===== src/rtl/ep_ctl_pkg.sv =====
package ep_ctl_pkg;

  // USB endpoint numbers are four bits wide on the wire
  localparam int unsigned EPNUM_W = 4;
  typedef logic [EPNUM_W-1:0] ep_num_t;

  typedef enum logic {
    PID_DATA0 = 1'b0,
    PID_DATA1 = 1'b1
  } pid_e;

  // true when an event with number num targets endpoint index idx
  function automatic logic ep_match(input logic valid, input ep_num_t num,
                                    input int unsigned idx);
    return valid && (num == ep_num_t'(idx));
  endfunction

  // toggle advance rule for one completion
  function automatic logic pid_advance(input logic cur, input logic ok,
                                       input logic always_adv);
    return (ok || always_adv) ? ~cur : cur;
  endfunction

  // halt next-state: set beats any clear
  function automatic logic halt_next(input logic cur, input logic set,
                                     input logic clr);
    if (set) return 1'b1;
    if (clr) return 1'b0;
    return cur;
  endfunction

endpackage


===== src/rtl/epc_event_dec.sv =====
module epc_event_dec
  import ep_ctl_pkg::*;
#(
  parameter int unsigned NUM_EP = 6
) (
  input  logic              clk,
  input  logic              rst_n,
  input  logic              cf_valid,
  input  ep_num_t           cf_ep,
  input  logic              xfer_done,
  input  ep_num_t           xfer_ep,
  output logic [NUM_EP-1:0] cf_hit,
  output logic [NUM_EP-1:0] xfer_hit
);

  // endpoint 0 is never a target of the halt-feature event
  for (genvar k = 0; k < NUM_EP; k++) begin : g_dec
    if (k == 0) begin : g_ctrl
      assign cf_hit[k] = 1'b0;
    end else begin : g_data
      assign cf_hit[k] = ep_match(cf_valid, cf_ep, k);
    end
    assign xfer_hit[k] = ep_match(xfer_done, xfer_ep, k);
  end


  cf_onehot_chk: assert property (@(posedge clk) disable iff (!rst_n)
    $onehot0(cf_hit));

  cf_ep0_ignored_chk: assert property (@(posedge clk) disable iff (!rst_n)
    cf_valid && cf_ep == '0 |-> cf_hit == '0);

  xfer_onehot_chk: assert property (@(posedge clk) disable iff (!rst_n)
    $onehot0(xfer_hit));

endmodule


===== src/rtl/epc_halt_cell.sv =====
module epc_halt_cell
  import ep_ctl_pkg::*;
#(
  parameter bit IS_CTRL = 1'b0
) (
  input  logic clk,
  input  logic rst_n,
  input  logic sw_set,
  input  logic sw_clr,
  input  logic setup_rx,
  input  logic cf_hit,
  input  logic auto_release,
  output logic halt_q
);

  logic sw_clr_eff;
  logic hw_clr;
  logic any_clr;

  // control endpoint: only SETUP releases; others: software or feature event
  assign sw_clr_eff = IS_CTRL ? 1'b0 : sw_clr;
  assign hw_clr     = IS_CTRL ? setup_rx : (auto_release & cf_hit);
  assign any_clr    = sw_clr_eff | hw_clr;

  always_ff @(posedge clk or negedge rst_n) begin
    if (!rst_n) halt_q <= 1'b0;
    else        halt_q <= halt_next(halt_q, sw_set, any_clr);
  end


  set_arms_chk: assert property (@(posedge clk) disable iff (!rst_n)
    sw_set |=> halt_q);

  quiet_hold_chk: assert property (@(posedge clk) disable iff (!rst_n)
    !sw_set && !sw_clr_eff && !hw_clr |=> $stable(halt_q));

  if (IS_CTRL) begin : g_ctrl_chk

    setup_release_chk: assert property (@(posedge clk) disable iff (!rst_n)
      setup_rx && !sw_set |=> !halt_q);

    ctrl_swclr_ignored_chk: assert property (@(posedge clk) disable iff (!rst_n)
      halt_q && !setup_rx |=> halt_q);
  end else begin : g_data_chk

    cf_release_chk: assert property (@(posedge clk) disable iff (!rst_n)
      auto_release && cf_hit && !sw_set |=> !halt_q);

    manual_mode_hold_chk: assert property (@(posedge clk) disable iff (!rst_n)
      !auto_release && halt_q && !sw_clr |=> halt_q);

    sw_release_chk: assert property (@(posedge clk) disable iff (!rst_n)
      sw_clr && !sw_set |=> !halt_q);
  end

endmodule


===== src/rtl/epc_toggle_cell.sv =====
module epc_toggle_cell
  import ep_ctl_pkg::*;
#(
  parameter bit IS_CTRL = 1'b0
) (
  input  logic clk,
  input  logic rst_n,
  input  logic setup_rx,
  input  logic cf_hit,
  input  logic xfer_hit,
  input  logic xfer_ok,
  input  logic toggle_always,
  output logic pid_q
);

  logic force_load;
  logic force_val;
  logic adv_mode;

  // control endpoint ignores the toggle mode; SETUP primes DATA1
  assign force_load = IS_CTRL ? setup_rx : cf_hit;
  assign force_val  = IS_CTRL ? PID_DATA1 : PID_DATA0;
  assign adv_mode   = IS_CTRL ? 1'b0 : toggle_always;

  always_ff @(posedge clk or negedge rst_n) begin
    if (!rst_n)          pid_q <= PID_DATA0;
    else if (force_load) pid_q <= force_val;
    else if (xfer_hit)   pid_q <= pid_advance(pid_q, xfer_ok, adv_mode);
  end

  if (IS_CTRL) begin : g_ctrl_chk

    setup_data1_chk: assert property (@(posedge clk) disable iff (!rst_n)
      setup_rx |=> pid_q == PID_DATA1);

    ctrl_fail_hold_chk: assert property (@(posedge clk) disable iff (!rst_n)
      xfer_hit && !xfer_ok && !setup_rx |=> $stable(pid_q));
  end else begin : g_data_chk

    cf_data0_chk: assert property (@(posedge clk) disable iff (!rst_n)
      cf_hit |=> pid_q == PID_DATA0);

    fail_hold_chk: assert property (@(posedge clk) disable iff (!rst_n)
      xfer_hit && !xfer_ok && !toggle_always && !cf_hit |=> $stable(pid_q));

    always_flip_chk: assert property (@(posedge clk) disable iff (!rst_n)
      xfer_hit && toggle_always && !cf_hit |=> pid_q != $past(pid_q));
  end


  ok_flip_chk: assert property (@(posedge clk) disable iff (!rst_n)
    xfer_hit && xfer_ok && !force_load |=> pid_q != $past(pid_q));

  idle_pid_hold_chk: assert property (@(posedge clk) disable iff (!rst_n)
    !xfer_hit && !force_load |=> $stable(pid_q));

endmodule


===== src/rtl/ep_halt_toggle_ctl.sv =====
module ep_halt_toggle_ctl
  import ep_ctl_pkg::*;
#(
  parameter int unsigned NUM_EP = 6
) (
  input  logic              clk,
  input  logic              rst_n,
  input  logic              auto_release,
  input  logic              toggle_always,
  input  logic              halt_wr,
  input  logic [NUM_EP-1:0] halt_wdata,
  input  logic              halt_clr_wr,
  input  logic [NUM_EP-1:0] halt_clr_mask,
  input  logic              setup_rx,
  input  logic              cf_valid,
  input  logic [3:0]        cf_ep,
  input  logic              xfer_done,
  input  logic [3:0]        xfer_ep,
  input  logic              xfer_ok,
  output logic [NUM_EP-1:0] halt_o,
  output logic [NUM_EP-1:0] pid_o
);

  localparam int unsigned MAX_EP = 1 << EPNUM_W;

  initial begin
    if (NUM_EP < 2 || NUM_EP > MAX_EP)
      $error("NUM_EP out of range");
  end

  logic [NUM_EP-1:0] sw_set;
  logic [NUM_EP-1:0] sw_clr;
  logic [NUM_EP-1:0] cf_hit;
  logic [NUM_EP-1:0] xfer_hit;

  assign sw_set = halt_wdata    & {NUM_EP{halt_wr}};
  assign sw_clr = halt_clr_mask & {NUM_EP{halt_clr_wr}};

  epc_event_dec #(.NUM_EP(NUM_EP)) u_dec (
    .clk       (clk),
    .rst_n     (rst_n),
    .cf_valid  (cf_valid),
    .cf_ep     (cf_ep),
    .xfer_done (xfer_done),
    .xfer_ep   (xfer_ep),
    .cf_hit    (cf_hit),
    .xfer_hit  (xfer_hit)
  );

  for (genvar k = 0; k < NUM_EP; k++) begin : g_ep
    localparam bit CTRL = (k == 0);

    epc_halt_cell #(.IS_CTRL(CTRL)) u_halt (
      .clk          (clk),
      .rst_n        (rst_n),
      .sw_set       (sw_set[k]),
      .sw_clr       (sw_clr[k]),
      .setup_rx     (setup_rx),
      .cf_hit       (cf_hit[k]),
      .auto_release (auto_release),
      .halt_q       (halt_o[k])
    );

    epc_toggle_cell #(.IS_CTRL(CTRL)) u_tgl (
      .clk           (clk),
      .rst_n         (rst_n),
      .setup_rx      (setup_rx),
      .cf_hit        (cf_hit[k]),
      .xfer_hit      (xfer_hit[k]),
      .xfer_ok       (xfer_ok),
      .toggle_always (toggle_always),
      .pid_q         (pid_o[k])
    );
  end


  set_wins_chk: assert property (@(posedge clk) disable iff (!rst_n)
    sw_set != '0 |=> (halt_o & $past(sw_set)) == $past(sw_set));

  cf_scope_chk: assert property (@(posedge clk) disable iff (!rst_n)
    cf_valid && sw_set == '0 && sw_clr == '0 && !setup_rx
      |=> (halt_o | $past(cf_hit)) == ($past(halt_o) | $past(cf_hit)));

endmodule


===== config.mk =====
export PLATFORM = sky130hd
export DESIGN_NAME = ep_halt_toggle_ctl
export DESIGN_NICKNAME = d
export VERILOG_FILES = /design/src/rtl/ep_ctl_pkg.sv /design/src/rtl/epc_event_dec.sv /design/src/rtl/epc_halt_cell.sv /design/src/rtl/epc_toggle_cell.sv /design/src/rtl/ep_halt_toggle_ctl.sv
export SDC_FILE = /design/constraint.sdc
export NUM_CORES = 1
export LEC_CHECK = 0
export CORE_MARGIN = 5
export CORE_UTILIZATION = 40
export DETAILED_ROUTE_END_ITERATION = 12
export GPL_TIMING_DRIVEN = 0
export PLACE_DENSITY = 0.91
export SLEW_MARGIN = 20
export SYNTH_ARGS = -nofsm -noshare
export SYNTH_HDL_FRONTEND = slang
export SYNTH_SLANG_ARGS = --single-unit

===== constraint.sdc =====
create_clock -name clk -period 3.5 [get_ports clk]
set_clock_uncertainty 0.15 [all_clocks]
set_input_delay 0.7 -clock clk [delete_from_list [all_inputs] [get_ports clk]]
set_output_delay 0.7 -clock clk [all_outputs]
set_load 0.02 [all_outputs]

Word-level counts from Yosys, hierarchy flattened:

Index checks and enable logic that the tools add are counted.

* register bits: 12
* output and inout bits: 12
* logic and storage cells: 137

* equal/unequal tests: 10
* mux-type cells: 60
* bitwise operators: 18
* reductions and logical operators: 37

Operators with widths (count)
* $mux 1: 60
* $reduce_bool 2->1: 18
* $eq 4x2->1 const B: 4
* $eq 4x3->1 const B: 4
* $and 6x6->6: 2
* $reduce_and 2->1: 6
* $logic_and 1x1->1: 11
* $eq 4x1->1 const B: 2
* $not 1->1: 6
* $and 1x1->1: 5
* $or 1x1->1: 5
* $logic_not 4->1: 1
* $logic_or 1x1->1: 1

Depth between registers and ports, before layout:

Gate-level depths: netlist (run 1).

* depth after elaboration: 8
* gate-level depth with buffers: 3

Hierarchy:

Synthesis (run 1) repeated with hierarchy kept, for this count alone.

* cells, all modules: 85
* area, all modules: 764.5 sq um

By module, submodules not included
* epc_toggle_cell at g_ep[1].u_tgl ...: times used 5, cells each 5, area an instance 55.1 sq um, sequential area each 25.0 sq um
* epc_halt_cell at g_ep[1].u_halt ...: times used 5, cells each 4, area an instance 41.3 sq um, sequential area each 25.0 sq um
* epc_event_dec: times used 1, cells each 21, area an instance 123.9 sq um, sequential area each 0.0 sq um
* ep_halt_toggle_ctl: times used 1, cells each 12, area an instance 75.1 sq um, sequential area each 0.0 sq um
* epc_toggle_cell at g_ep[0].u_tgl: times used 1, cells each 4, area an instance 47.5 sq um, sequential area each 25.0 sq um
* epc_halt_cell at g_ep[0].u_halt: times used 1, cells each 3, area an instance 36.3 sq um, sequential area each 25.0 sq um

Worst setup path after synthesis (run 1):

No wires, ideal clock.

* kind: input to register
* start: input port xfer_ep[1]
* end: register g_ep[0].u_tgl.pid_q
* library setup time: 0.132 ns
* data arrival time: 1.687 ns
* required time: 3.218 ns
* path slack: 1.531 ns
* stages: 3
* buffers on the path: 0
* path through: or4b_4 -> o21ai_1 -> or3b_1

* longest elaborated chain between the ends: 4

RTL lines
* start, declared: line ep_halt_toggle_ctl.sv:18 `input logic [3:0] xfer_ep,`
* $logic_not 4->1: line ep_ctl_pkg.sv:15 `return valid && (num == ep_num_t'(idx));`
* $logic_and 1x1->1: line ep_ctl_pkg.sv:15
* $reduce_bool 2->1 (no line)
* $reduce_and 2->1 (no line)
* end signal, assigned: line epc_toggle_cell.sv:27 `else if (force_load) pid_q <= force_val;`
* end signal, assigned: line epc_toggle_cell.sv:28 `else if (xfer_hit) pid_q <= pid_advance(pid_q, xfer_ok, adv_mode);`
* end, declared: line epc_toggle_cell.sv:13 `output logic pid_q`

No other way between the ends.
A chain may end at the register's enable or synchronous reset.

Worst setup path after layout (run 1):

* start: register g_ep[1].u_tgl.pid_q
* end: output port pid_o[1]

RTL lines
* start, declared: line epc_toggle_cell.sv:13
* start signal, assigned: line epc_toggle_cell.sv:27
* start signal, assigned: line epc_toggle_cell.sv:28
* end, declared: line ep_halt_toggle_ctl.sv:21 `output logic [NUM_EP-1:0] pid_o`

No word-level cell between the ends.

==> summary.md, run 1 <==
| Metric | Value |
|---|---|
| Most common cell after layout, fill and taps aside | `clkdlybuf4s50_1` |
| Die Y | `53.3 um` |
| Max-Slew Margin vs Limit | `0.641` |
| Worst IR drop on VDD | `325 uV` |
| Placed Area | `1180 um^2` |
| CTS buffer count | `3` |
| Setup TNS | `0 ps` |
| Pre-CTS WS | `1010 ps` |
| Area contributors post-synth | `dfrtp_1 40%, buf_4 12%, nand2_1 5.0%` |
| CTS tree | `done` |
| Logic gate share of total power | `0.386` |
| Final worst setup slack | `1280 ps` |
| Root Driver | `clkbuf_4` |
| Mean Syn Cell Area | `9.49 um^2` |
| Wire length of the first global-routing pass | `3520 um` |
| Worst-path clk slew | `70 ps` |
| CP Cell Sequence | `buf_4 -> clkdlybuf4s50_1` |
| Initial antenna violation count | `0` |
| CP startpoint kind | `register` |
| Initial core utilization | `0.429` |
| Critical Path Slowest Stage Cell | `clkdlybuf4s50_1` |
| Final setup viols | `0` |
| Final core occ | `0.690` |
| Int Pwr | `0.293 mW` |
| Post-detailed-route wirelength per cell | `14.6 um` |
| Clk sink count | `12` |
| Nets@finish | `154` |
| Power Total | `0.414 mW` |
| CTS max path bufs | `2` |
| Via count | `759` |
| Residual DRC | `0` |
| Crit path DAT | `1370 ps` |
| Area Overhead vs Synth | `60.6%` |
| Yosys top cell area share | `0.401` |
| Layout cells sized above 1 | `0.156` |
| DR iter-0 viols | `9` |
| Slew Limit Fails | `0` |
| Sequential power share | `0.409` |
| Via density | `5.16` |
| All-Layer GR Usage | `0.179` |
| Maximum fanout along the worst path | `4` |
| Ys Warns | `0` |
| Final Cycle Share | `0.635` |
| Number of synthesized flops with an enable pin | `0` |
| Final WL | `2150 um` |
| Postcts setup bufs | `0` |
| Routability cong. | `0.812` |
| Hold_buf cts | `0` |
| Status | `completed` |
| Final min period | `2220 ps` |
| CP max stage delay | `580 ps` |
| P_leak | `0.477 nW` |
| RSZ-0062 raised after global routing | `false` |
| Post-synthesis sequential area ratio | `0.401` |
| Switch share | `0.293` |
| GRT overflow | `0` |
| Yosys reg bits | `12` |
| Pwr Density | `344 nW/um^2` |
| Pre-antenna DRT Iters | `4` |
| HPWL Detailed | `1840 um` |
| Max-cap violation count | `0` |
| Final Hold Vio Count | `0` |
| Slew @ Worst Pin | `537 ps` |
| Netlist cell types | `29` |
| Critical path required time | `2650 ps` |
| # resized after CTS | `0` |
| Die Width | `53.3 um` |
| Antenna Nets Post-Route | `0` |
| Io pins | `42` |
| F_max | `450 MHz` |
| CP Class | `register to primary output` |
| Syn_nets | `109` |
| Asr flop ratio synth | `1.00` |
| Post-Syn Area | `749 um^2` |
| H-tree depth | `1` |
| Port Buffers | `40` |
| Biggest area consumer among synthesized cells | `dfrtp_1` |
| Clk pwr share | `0.205` |
| N_diodes | `0` |
| Vias in the first global route | `793` |
| Final Instance Area | `1200 um^2` |
| Type of the worst min-delay path | `register to register` |
| Psw | `0.121 mW` |
| Crit end category | `primary output` |
| Clock Latency Late Sink | `280 ps` |
| Site row count | `15` |
| Core box area | `1750 um^2` |
| Die area | `2840 um^2` |
| Post-Syn Instances | `79` |
| Pin count of the biggest net entering global routing | `13` |
| Most frequent cells in the layout | `40 x clkdlybuf4s50_1, 12 x buf_4, 12 x dfrtp_1` |
| Main flop type after synthesis | `dfrtp_1` |
==> path summary, 6_finish.rpt <==
| check | slack [ps] | to | from | depth (start not counted) |
|---|---|---|---|---|
| hold reg to reg | 390 | g_ep[1].u_halt.halt_q | g_ep[1].u_halt.halt_q | 1 |
| hold / removal | 390 | g_ep[1].u_halt.halt_q | g_ep[1].u_halt.halt_q | 1 |
| min in group asynchronous | 620 | g_ep[0].u_tgl.pid_q | rst_n | 1 |
| setup reg to reg | 2170 | g_ep[2].u_tgl.pid_q | g_ep[2].u_tgl.pid_q | 2 |
| setup / recovery | 1280 | pid_o[1] | g_ep[1].u_tgl.pid_q | 2 |
| max in group asynchronous | 2220 | g_ep[3].u_tgl.pid_q | rst_n | 1 |
==> cell families (layout without fill, tap and decap cells) <==
family,count (synthesis),after routing,synth area share
simple gates,34,34,0.285
compound gates,19,19,0.175
buf+inv,13,56,0.125
flops,12,12,0.401
mux,1,1,0.0134
==> state kept, by name (all words and copies together) (netlist names) <==
| register | cells |
|---|---|
| g_ep.u_tgl.pid_q | 6 |
| g_ep.u_halt.halt_q | 6 |
==> area by class of cell <==
cell class | count | area [um^2]
Buffer | 12 | 90.1
Multi-Input combinational cell | 54 | 355
Clock buffer | 3 | 22.5
Timing Repair Buffer | 40 | 400
Sequential cell | 12 | 300
Inverter | 1 | 3.75
Fill cell | 143 | 542
Tap cell | 25 | 31.3
==> synth_stat cells, drive strengths merged, types with 3 or more instances <==
library cell	n
a21oi	3
a32o	3
buf	12
dfrtp	12
nand2	10
o211ai	3
o21ai	5
==> worst max-delay path: cells and delay by family, from the launching register on <==
family | cells | cell delay [ps]
buffers and inverters | 2 | 700
DFF | 1 | 390
==> layer usage <==
| layer | GRT usage | vias to the layer above | share of wire |
|---|---|---|---|
| li1 | - | 370 | - |
| met1 | 0.174 | 357 | 0.38 |
| met2 | 0.337 | 28 | 0.54 |
| met3 | 0.0592 | 4 | 0.059 |
| met4 | 0.0766 | 0 | 0.017 |
| met5 | 0 | - | 0 |
==> power by group through the flow <==
stage,clock (mW),sequential (mW),combinational [mW]
floorplan,0,0.167,0.0788
global placement,0,0.170,0.157
detailed placement,0,0.172,0.161
CTS,0.0894,0.169,0.162
global route,0.0943,0.173,0.173
finish,0.0846,0.169,0.160
==> through the flow <==
step | std cells | hold slack, ps
floorplan | 79 | 254
global placement | 144 | 360
detailed placement | 144 | 362
CTS | 147 | 389
global route | 147 | 406
finish | 147 | 386
(Power assumes the default switching activity.)
==> inputs of run 2 (changes only) <==
--- a/config.mk
+++ b/config.mk
@@ -6,10 +6,10 @@
 export NUM_CORES = 1
 export LEC_CHECK = 0
 export CORE_MARGIN = 5
-export CORE_UTILIZATION = 40
+export CORE_UTILIZATION = 34
 export DETAILED_ROUTE_END_ITERATION = 12
 export GPL_TIMING_DRIVEN = 0
-export PLACE_DENSITY = 0.91
+export PLACE_DENSITY = 0.83
 export SLEW_MARGIN = 20
 export SYNTH_ARGS = -nofsm -noshare
 export SYNTH_HDL_FRONTEND = slang
==> constraint.sdc (replaced) <==
create_clock -name clk -period 1.8 [get_ports clk]
set_clock_uncertainty 0.15 [all_clocks]
set_input_delay 0.36 -clock clk [delete_from_list [all_inputs] [get_ports clk]]
set_output_delay 0.36 -clock clk [all_outputs]
set_load 0.02 [all_outputs]
==> run 2 against run 1 <==
Hold slack got worse by 78 ps. Critical path depth up 2. Global-route usage shrank 4.3 points. Combinational power up 76%. Sequential share of layout area fell by 0.36 points. Cell area rose by 1.5%. Via count rose by 1.1%. Sequential cell count is the same. Total power rose by 98%. First-iteration DRC count up 100%. Routed wire length is 4.6% lower. Largest cell class unchanged. Highest routed layer unchanged.
==> summary.md, run 2 (same netlist as run 1, synthesis figures left out) <==
| Metric | Value |
|---|---|
| Status | `completed (unchanged)` |
| Psw | `0.232 mW (was 0.121 mW)` |
| Post-detailed-route wirelength per cell | `13.5 um (was 14.6 um)` |
| Critical path's top delay family | `buffers and inverters (unchanged)` |
| Clock Latency Late Sink | `270 ps (was 280 ps)` |
| Routability cong. | `0.835 (was 0.812)` |
| CP Class | `input pin to register (was register to primary output)` |
| Die Y | `57.0 um (was 53.3 um)` |
| CTS max path bufs | `2 (unchanged)` |
| Critical Path Slowest Stage Cell | `clkdlybuf4s50_1 (unchanged)` |
| Power Total | `0.819 mW (was 0.414 mW)` |
| Int Pwr | `0.587 mW (was 0.293 mW)` |
| Crit path buf inv count | `1 (was 2)` |
| Via count | `767 (was 759)` |
| Worst-path clk slew | `80 ps (was 70 ps)` |
| Via density | `5.05 (was 5.16)` |
| Vias in the first global route | `773 (was 793)` |
| Final core occ | `0.568 (was 0.690)` |
| Final min period | `1690 ps` |
| Crit end category | `register (was primary output)` |
| CP max stage delay | `590 ps (was 580 ps)` |
| F_max | `593 MHz` |
| Final Instance Area | `1220 um^2 (was 1200 um^2)` |
| Finished Layout Cells | `152 (was 147)` |
| Slew Limit Fails | `0 (unchanged)` |
| Slew @ Worst Pin | `581 ps (was 537 ps)` |
| Type of the worst min-delay path | `input pin to async pin (was register to register)` |
| P_leak | `0.526 nW (was 0.477 nW)` |
| All-Layer GR Usage | `0.136 (was 0.179)` |
| Antenna Nets Post-Route | `0 (unchanged)` |
| Maximum fanout along the worst path | `8 (was 4)` |
| Port Buffers | `40 (unchanged)` |
| CTS tree | `done (unchanged)` |
| DR iter-0 viols | `18 (was 9)` |
| Final setup viols | `0 (unchanged)` |
| Area Overhead vs Synth | `62.9% (was 60.6%)` |
| Most frequent cells in the layout | `24 x clkdlybuf4s50_1, 15 x dlygate4sd2_1, 13 x buf_4 (was 40 x clkdlybuf4s50_1, 12 x buf_4, 12 x dfrtp_1)` |
| Hold WS | `308 ps (was 386 ps)` |
| Top flop regs | `g_ep.u_halt.halt_q: 6 flops, g_ep.u_tgl.pid_q: 6 flops (unchanged)` |
| Io pins | `42 (unchanged)` |
| H-tree depth | `1 (unchanged)` |
| Core box area | `2150 um^2 (was 1750 um^2)` |
| N_diodes | `0 (unchanged)` |
| Pwr Density | `670 nW/um^2 (was 344 nW/um^2)` |
| Placed Cells | `147 (was 144)` |
| Residual DRC | `0 (unchanged)` |
| CTS buffer count | `3 (unchanged)` |
| Logic gate share of total power | `0.345 (was 0.386)` |
| Switch share | `0.284 (was 0.293)` |
| Max-Slew Margin vs Limit | `0.611 (was 0.641)` |
| Die Width | `57.0 um (was 53.3 um)` |
| CP Cell Sequence | `clkdlybuf4s50_1 -> o21ai_0 -> or3_1 -> a22oi_1 (was buf_4 -> clkdlybuf4s50_1)` |
| CP startpoint kind | `input pin (was register)` |
| Max-cap violation count | `0 (unchanged)` |
| Pin count of the biggest net entering global routing | `13 (unchanged)` |
| Most common cell after layout, fill and taps aside | `clkdlybuf4s50_1 (unchanged)` |
| RSZ-0062 raised after global routing | `false (unchanged)` |
| Crit path DAT | `1720 ps (was 1370 ps)` |
| Initial antenna violation count | `0 (unchanged)` |
| Critical path required time | `1830 ps (was 2650 ps)` |
| Nets@finish | `155 (was 154)` |
| Clk sink count | `12 (unchanged)` |
| Placed Area | `1180 um^2 (about the same)` |
| Die area | `3240 um^2 (was 2840 um^2)` |
| Layout cells sized above 1 | `0.185 (was 0.156)` |
| Wire length of the first global-routing pass | `3530 um (was 3520 um)` |
| Root Driver | `clkbuf_4 (unchanged)` |
| Hold_buf cts | `0 (unchanged)` |
| GRT overflow | `0 (unchanged)` |
| Sequential power share | `0.397 (was 0.409)` |
| Final Hold Vio Count | `0 (unchanged)` |
| Pre-antenna DRT Iters | `4 (unchanged)` |
| Worst IR drop on VDD | `331 uV (was 325 uV)` |
| Setup crit start | `xfer_ep[0] (was g_ep[1].u_tgl.pid_q)` |
| Clk pwr share | `0.258 (was 0.205)` |
| Final Cycle Share | `0.937` |
| Initial core utilization | `0.349 (was 0.429)` |
| Crit Reg-Reg Startpoint | `g_ep[2].u_tgl.pid_q (unchanged)` |
| Site row count | `17 (was 15)` |
| Final WL | `2050 um (was 2150 um)` |
[run 2: cell count changes in the layout (fill, tap and decap cells not counted)]
cell	change
dlygate4sd2_1	+15
o21ai_2	+1
dlymetal6s2s_1	+1
a211oi_1	-1
clkbuf_8	+1
a211oi_2	+1
o21ai_1	-1
clkdlybuf4s50_1	-16
buf_4	+1
[run 2: final timing paths]
check / to / slack (ps) / cells past startpoint
worst max register to register: g_ep[2].u_tgl.pid_q / 520 / 2
max in group asynchronous: g_ep[5].u_halt.halt_q / 810 / 1
worst min register to register: g_ep[2].u_halt.halt_q / 380 / 1
worst max-delay path: g_ep[3].u_tgl.pid_q / 110 / 4
worst min-delay path: g_ep[1].u_tgl.pid_q / 310 / 1
min in group clk: g_ep[2].u_halt.halt_q / 380 / 1
[run 2: layout make-up]
| type | count | area (um^2) |
|---|---|---|
| Buffer | 12 | 90.1 |
| Clock buffer | 4 | 36.3 |
| Fill cell | 203 | 927 |
| Inverter | 1 | 3.75 |
| Multi-Input combinational cell | 54 | 364 |
| Sequential cell | 12 | 300 |
| Tap cell | 28 | 35.0 |
| Timing Repair Buffer | 41 | 392 |
[run 2: repair_timing]
item                                    CTS  global route
buffers inserted                          1             0
endpoints found under the setup margin   13             2
hold endpoints to repair                  0             0
pin swaps                                 1             0
gates resized for setup                  15             3
[run 2: stage by stage]
step	setup slack (ps)	setup TNS (ps)
3_3_place_gp	-321	-837
6_report	114	0
2_1_floorplan	171	0
4_1_cts	27.1	0
5_1_grt	30.0	0
3_5_place_dp	-340	-989
[run 2: layer usage]
layer | routed length, um | global-route usage | vias to the layer above
met3 | 114 | 0.0339 | 2
met2 | 1020 | 0.233 | 26
li1 | - | - | 374
met1 | 885 | 0.165 | 365
met5 | 0 | 0 | -
met4 | 27 | 0.0497 | 0
[run 2: power by group through the flow]
| stage | Sequential, mW | Combinational, mW | Clock [mW] |
|---|---|---|---|
| floorplan | 0.325 | 0.153 | 0 |
| global placement | 0.329 | 0.307 | 0 |
| detailed placement | 0.331 | 0.311 | 0 |
| CTS | 0.325 | 0.284 | 0.219 |
| global route | 0.331 | 0.304 | 0.230 |
| finish | 0.325 | 0.282 | 0.212 |
